[src/rtl/irq_evt_pkg.sv]
package irq_evt_pkg;

  // Which register the read port is looking at.
  typedef enum logic [1:0] {
    RD_NONE = 2'd0,
    RD_SRC  = 2'd1,
    RD_MASK = 2'd2,
    RD_PEND = 2'd3
  } rd_sel_e;

  // Strobes handed from the decoder to the register datapath.
  typedef struct packed {
    logic    maskWr;  // load mask from write data
    logic    evtClr;  // clear source bits written with 1
    rd_sel_e rdSel;   // read multiplexer select
  } ctrl_strobes_t;

endpackage

[src/rtl/irq_evt_ctrl.sv]
module irq_evt_ctrl
  import irq_evt_pkg::*;
#(
  parameter int ADDR_W   = 4,
  parameter int SRC_OFS  = 0,
  parameter int MASK_OFS = 1,
  parameter int PEND_OFS = 2
) (
  input  logic              wrEn,
  input  logic [ADDR_W-1:0] wrAddr,
  input  logic [ADDR_W-1:0] rdAddr,
  output ctrl_strobes_t     strobes
);

  localparam logic [ADDR_W-1:0] SRC_A  = ADDR_W'(SRC_OFS);
  localparam logic [ADDR_W-1:0] MASK_A = ADDR_W'(MASK_OFS);
  localparam logic [ADDR_W-1:0] PEND_A = ADDR_W'(PEND_OFS);

  logic wrSrc;
  logic wrMask;
  logic wrPend;

  always_comb begin
    wrSrc  = wrEn && (wrAddr == SRC_A);
    wrMask = wrEn && (wrAddr == MASK_A);
    wrPend = wrEn && (wrAddr == PEND_A);
  end

  // Both the source and the pending offsets acknowledge events.
  always_comb begin
    strobes        = '0;
    strobes.maskWr = wrMask;
    strobes.evtClr = wrSrc || wrPend;
    if (rdAddr == SRC_A)       strobes.rdSel = RD_SRC;
    else if (rdAddr == MASK_A) strobes.rdSel = RD_MASK;
    else if (rdAddr == PEND_A) strobes.rdSel = RD_PEND;
    else                       strobes.rdSel = RD_NONE;
  end

endmodule

[src/rtl/irq_evt_datapath.sv]
module irq_evt_datapath
  import irq_evt_pkg::*;
#(
  parameter int NUM_EVT = 2,
  parameter int DATA_W  = 32
) (
  input  logic               clk,
  input  logic               rstN,
  input  logic [NUM_EVT-1:0] evtPulse,
  input  logic [NUM_EVT-1:0] wrData,
  input  ctrl_strobes_t      strobes,
  output logic [NUM_EVT-1:0] srcQ,
  output logic [NUM_EVT-1:0] maskQ,
  output logic [DATA_W-1:0]  rdData,
  output logic               irq
);

  localparam int PAD_W = DATA_W - NUM_EVT;

  logic [NUM_EVT-1:0] pendV;

  // One sticky cell per lane; a set beats a same-cycle clear.
  for (genvar i = 0; i < NUM_EVT; i++) begin : gSrcCell
    always_ff @(posedge clk) begin
      if (!rstN) begin
        srcQ[i] <= 1'b0;
      end else if (evtPulse[i]) begin
        srcQ[i] <= 1'b1;
      end else if (strobes.evtClr && wrData[i]) begin
        srcQ[i] <= 1'b0;
      end
    end
  end

  // Mask bit 1 disables a lane; the reset value disables all.
  always_ff @(posedge clk) begin
    if (!rstN) begin
      maskQ <= '1;
    end else if (strobes.maskWr) begin
      maskQ <= wrData;
    end
  end

  always_comb begin
    pendV = srcQ & ~maskQ;
    irq   = |pendV;
  end

  always_comb begin
    unique case (strobes.rdSel)
      RD_SRC:  rdData = {{PAD_W{1'b0}}, srcQ};
      RD_MASK: rdData = {{PAD_W{1'b0}}, maskQ};
      RD_PEND: rdData = {{PAD_W{1'b0}}, pendV};
      default: rdData = '0;
    endcase
  end

endmodule

[src/rtl/irq_evt_unit.sv]
module irq_evt_unit
  import irq_evt_pkg::*;
#(
  parameter int NUM_EVT  = 2,
  parameter int ADDR_W   = 4,
  parameter int DATA_W   = 32,
  parameter int SRC_OFS  = 0,
  parameter int MASK_OFS = 1,
  parameter int PEND_OFS = 2
) (
  input  logic               clk,
  input  logic               rstN,
  input  logic [NUM_EVT-1:0] evtPulse,
  input  logic               wrEn,
  input  logic [ADDR_W-1:0]  wrAddr,
  input  logic [NUM_EVT-1:0] wrData,
  input  logic [ADDR_W-1:0]  rdAddr,
  output logic [DATA_W-1:0]  rdData,
  output logic               irq
);

  ctrl_strobes_t      strobes;
  logic [NUM_EVT-1:0] srcQ;
  logic [NUM_EVT-1:0] maskQ;

  irq_evt_ctrl #(
    .ADDR_W  (ADDR_W),
    .SRC_OFS (SRC_OFS),
    .MASK_OFS(MASK_OFS),
    .PEND_OFS(PEND_OFS)
  ) uCtrl (
    .wrEn   (wrEn),
    .wrAddr (wrAddr),
    .rdAddr (rdAddr),
    .strobes(strobes)
  );

  irq_evt_datapath #(
    .NUM_EVT(NUM_EVT),
    .DATA_W (DATA_W)
  ) uData (
    .clk     (clk),
    .rstN    (rstN),
    .evtPulse(evtPulse),
    .wrData  (wrData),
    .strobes (strobes),
    .srcQ    (srcQ),
    .maskQ   (maskQ),
    .rdData  (rdData),
    .irq     (irq)
  );

endmodule

[config.mk]
export PLATFORM = sky130hd
export DESIGN_NAME = irq_evt_unit
export DESIGN_NICKNAME = d
export VERILOG_FILES = /design/src/rtl/irq_evt_pkg.sv /design/src/rtl/irq_evt_ctrl.sv /design/src/rtl/irq_evt_datapath.sv /design/src/rtl/irq_evt_unit.sv
export SDC_FILE = /design/constraint.sdc
export NUM_CORES = 1
export LEC_CHECK = 0
export BUFFER_PORTS_ARGS = -buffer_cell sky130_fd_sc_hd__buf_2
export CORE_AREA = 2 2 43 45
export CTS_BUF_LIST = sky130_fd_sc_hd__clkbuf_8
export DETAILED_ROUTE_END_ITERATION = 8
export DIE_AREA = 0 0 45 47
export MAX_ROUTING_LAYER = met4
export PLACE_DENSITY = 0.71
export RECOVER_POWER = 100
export SLEW_MARGIN = 20
export SYNTH_ARGS = -nofsm -noshare
export SYNTH_HDL_FRONTEND = slang
export SYNTH_SLANG_ARGS = --single-unit
[constraint.sdc]
create_clock -name clk -period 1.1 [get_ports clk]
set_clock_uncertainty 0.05 [all_clocks]
set_input_delay 0.055 -clock clk [delete_from_list [all_inputs] [get_ports clk]]
set_output_delay 0.055 -clock clk [all_outputs]
set_load 0.02 [all_outputs]
; Yosys cells after proc, flatten, opt, wreduce, memory -nomap -nowiden
; Cells that the tools add are included.
[totals]
inputBits = 15
register_bits = 4
out_inout_bits = 33
wordCells = 31
[op_classes]
reduce_logical = 11
bitwise_logic = 2
n_eq_ne = 7
n_mux = 8
[op_table]
columns = cell, count
row1 = "equality test 4 x 1 -> 1 bit, second input constant", 2
row2 = "equality test 4 x 2 -> 1 bit, second input constant", 2
row3 = logical NOT 4 bit, 2
row4 = 2-to-1 mux 2 bit, 3
row5 = one-hot mux 2 bit (3 select lines), 1
row6 = logical AND 1 bit, 5
row7 = "equality test 2 bit, second input constant", 2
row8 = 2-to-1 mux 1 bit, 4
row9 = nonzero test 2 bit, 2
row10 = bitwise AND 2 bit, 1
row11 = "equality test 2 x 1 -> 1 bit, second input constant", 1
row12 = NOT 2 bit, 1
row13 = OR reduction 2 bit, 1
row14 = logical OR 1 bit, 1

; Longest topological paths before layout
[logic_depth]
depth_word = 6
depth_mapped = 3

; Hierarchy
; A second synthesis with hierarchy kept.
[unflattened]
cells_unflattened = 61
hier_area_um2 = 466.7
[modules_own_cells]
columns = module, area_each_um2, seq_area_each_um2, cells_each, instances
row1 = irq_evt_datapath, 415.4, 80.1, 54, 1
row2 = irq_evt_ctrl, 51.3, 0.0, 7, 1

; Least setup slack after synthesis
; No wires, ideal clock.
[synth_path]
path_type = flip-flop to output port
start = reg uData.maskQ[1]
end = out rdData[1]
path_stages_with_launch = 3
n_path_buf = 0
t_required_ns = 0.995
t_arrival_ns = 1.533
slack_ns = -0.538
cell_sequence = dfxtp_1 mux2i_1 a2111oi_0
[synth_between]
elab_chain_len = 3
[synth_lines]
columns = item, line_no
row1 = "start, declared", irq_evt_datapath.sv:13  ; output logic [NUM_EVT-1:0] maskQ,
row2 = "start signal, assigned", irq_evt_datapath.sv:40  ; maskQ <= wrData;
row3 = NOT 2 bit, irq_evt_datapath.sv:45  ; pendV = srcQ & ~maskQ;
row4 = bitwise AND 2 bit, irq_evt_datapath.sv:45
row5 = one-hot mux 2 bit (3 select lines) *, irq_evt_datapath.sv:50  ; unique case (strobes.rdSel)
row6 = "end, declared", irq_evt_unit.sv:18  ; output logic [DATA_W-1:0] rdData,
; Every way passes the cells marked *; elsewhere a longest branch is shown, timed or not.

; Final worst setup path
; Same ends and word-level chain as after synthesis.

==> run metrics <==
Gate Count Post-Synth 57; pin count of the biggest net entering global routing 7; Most Crowded Layer GR met2; Final min period 1240 ps; max-slew violations 0; worst-path maximum fanout 2; Antenna Cells 0; R2R setup slack ~180 ps; setup ws final -143 ps; average cell area after synthesis 8.08 sq um; clk slew on worst S/H paths 30 ps; floorplan row count 15; height of the chip between 40 and 50 um; FMAX 804 MHz; GR Layer Usage met3 4.23%; die area 2120 sq um; synthesized cell area ~460 sq um; commonest non-fill, non-tap cell in the layout conb_1; drt wl/cell 8.78 um; Final nets 101; Required @ worst endpoint 1000 ps; R2R cell count 4; Pleak 0.000314 uW; distinct cell type count after synthesis 13; clock sink total 4; CTS root buf clkbuf_8; Detail Placement HPWL 736 um; Worst-Skew Late Latency 220 ps; core box area 1650 sq um; Initial Util 27.9%; max-cap viol count 0; register area share after synthesis 17.4%; leading post-synthesis cells by cell area buf_4 49%, dfxtp_1 17%, mux2i_1 8.7%; failing checks negative setup slack; Via density 3.78; vias between 300 and 400; Hold EP uData.srcQ[1]; Iter 0 DRT Violations 1; DR DRC count 0; antenna violation net count after detailed routing 0; fill count 176; hold slack 48.9 ps; met1 usage under 10%; vias in the first global route 304; status finished with violations; initial antenna violation count 0; Post-Route WL 887 um; met2 global-route usage 15.4%; chip width around 45 um; final core area utilization 38.6%; WHS Path Cells 3; crit path DAT ~1100 ps; leading area contributor after synthesis buf_4; clk buf depth 2; first-pass GRT wire length 1190 um; total grt overflow 0; Register Area 82.6 sq um; DR pass1 iterations 2; Tightest Hold Check Type in2reg; RSZ-0062 raised after global routing true; dpl ws -77.4 ps; CTS Buf Count 3; Final setup viols 3; share of cells above drive strength 1 40.5%; Max VDD drop 0.000439 V; share of the clock period used by the worst path 113%; most frequent cells in the layout 30 x conb_1, 14 x buf_2, 6 x buf_4; H-tree level count 1; Final Power between 600 and 700 uW; Crit Reg-Reg Endpoint uData.maskQ[1]; crit end category output pin; Worst Hold Launch evtPulse[1]; total track usage under 10%; area of the multi-input gates around 310 sq um; Critical R2R Launch uData.maskQ[1]; Ys Warns 0; Yosys top cell area share 48.9%; count of input and output buffers 17; #FFs+latches synth 4; Power Density 1040 nW/um^2; RePlAce Congestion ~0.65; CTS tree built; placed cell count 94; area grow syn2layout 38.3%; CP Launch Type flop; critical path class reg2out; post-route insts no fill about 100; Crit. Startpoint uData.maskQ[1]; Fin. Hold Viols 0; I/O pins 48
## stage by stage
step                      setup TNS (ps)  area, sq um
after floorplan                        0          607
after global placement             -44.2          518
after detailed placement            -145          518
after CTS                           -319          632
after global routing                -414          637
final                               -295          637
## critical path, stage by stage, from the launching register on
cell and delay, ps:
dfxtp_2 320, buf_6 120, a2111oi_4 290, buf_4 200
## per-layer routing
metal | part of all wire (%) | routed length [um]
met5 | 0 | 0
met4 | 2.4 | 21
met3 | 17 | 151
met2 | 48 | 422
met1 | 33 | 290
## where the power goes
part | leakage (uW) | switching, uW | internal, uW
Sequential | 0.0000320 | 4.74 | 153
Combinational | 0.000260 | 137 | 58.4
Clock | 0.0000216 | 75.9 | 233
Total | 0.000314 | 218 | 444
## repair_timing
item,CTS,global route
hold buffers,2,0
buffers inserted,2,0
gates resized for setup,13,1
endpoints found under the hold margin,2,0
pin swaps,2,0
endpoints found under the setup margin,3,3
## logic make-up after synthesis
group                  count (synthesis)  synth area share [%]
buffers and inverters                 34                  52.2
AO/OA/AOI/OAI                          7                  10.1
AND/OR/NAND/NOR                        7                  10.9
multiplexers                           4                  8.70
flip-flops                             4                  17.4
other                                  1                 0.814
## synth_stat cells
| master | n |
|---|---|
| nor2b_1 | 4 |
| buf_4 | 30 |
| nor3b_2 | 1 |
| dfxtp_1 | 4 |
| o22ai_1 | 1 |
| conb_1 | 1 |
| a31oi_1 | 2 |
| or3b_1 | 1 |
| a2111oi_0 | 2 |
| nor2_1 | 1 |
| inv_1 | 4 |
| o21ai_0 | 2 |
| mux2i_1 | 4 |
## worst max-delay path by stage
stage | to | slack, ps | cells past startpoint
3_3_place_gp | uData.maskQ[0] | -20 | 4
6_report | rdData[1] | -140 | 3
2_1_floorplan | rdData[1] | 20 | 2
4_1_cts | rdData[1] | -160 | 3
5_1_grt | rdData[1] | -190 | 3
3_5_place_dp | uData.maskQ[1] | -80 | 4
## sequential cells by signal (all words and copies together) (netlist names)
| name | count |
|---|---|
| uData.maskQ | 2 |
| uData.srcQ | 2 |
## layout make-up
cell class | count | share of cell area (%)
multi-input combinational | 48 | 48.3
timing repair buffer | 25 | 26.5
sequential | 4 | 13.0
clock buffer | 3 | 6.48
tap | 17 | 3.34
inverter | 4 | 2.36
No activity file was read; power rests on OpenSTA's default activity.
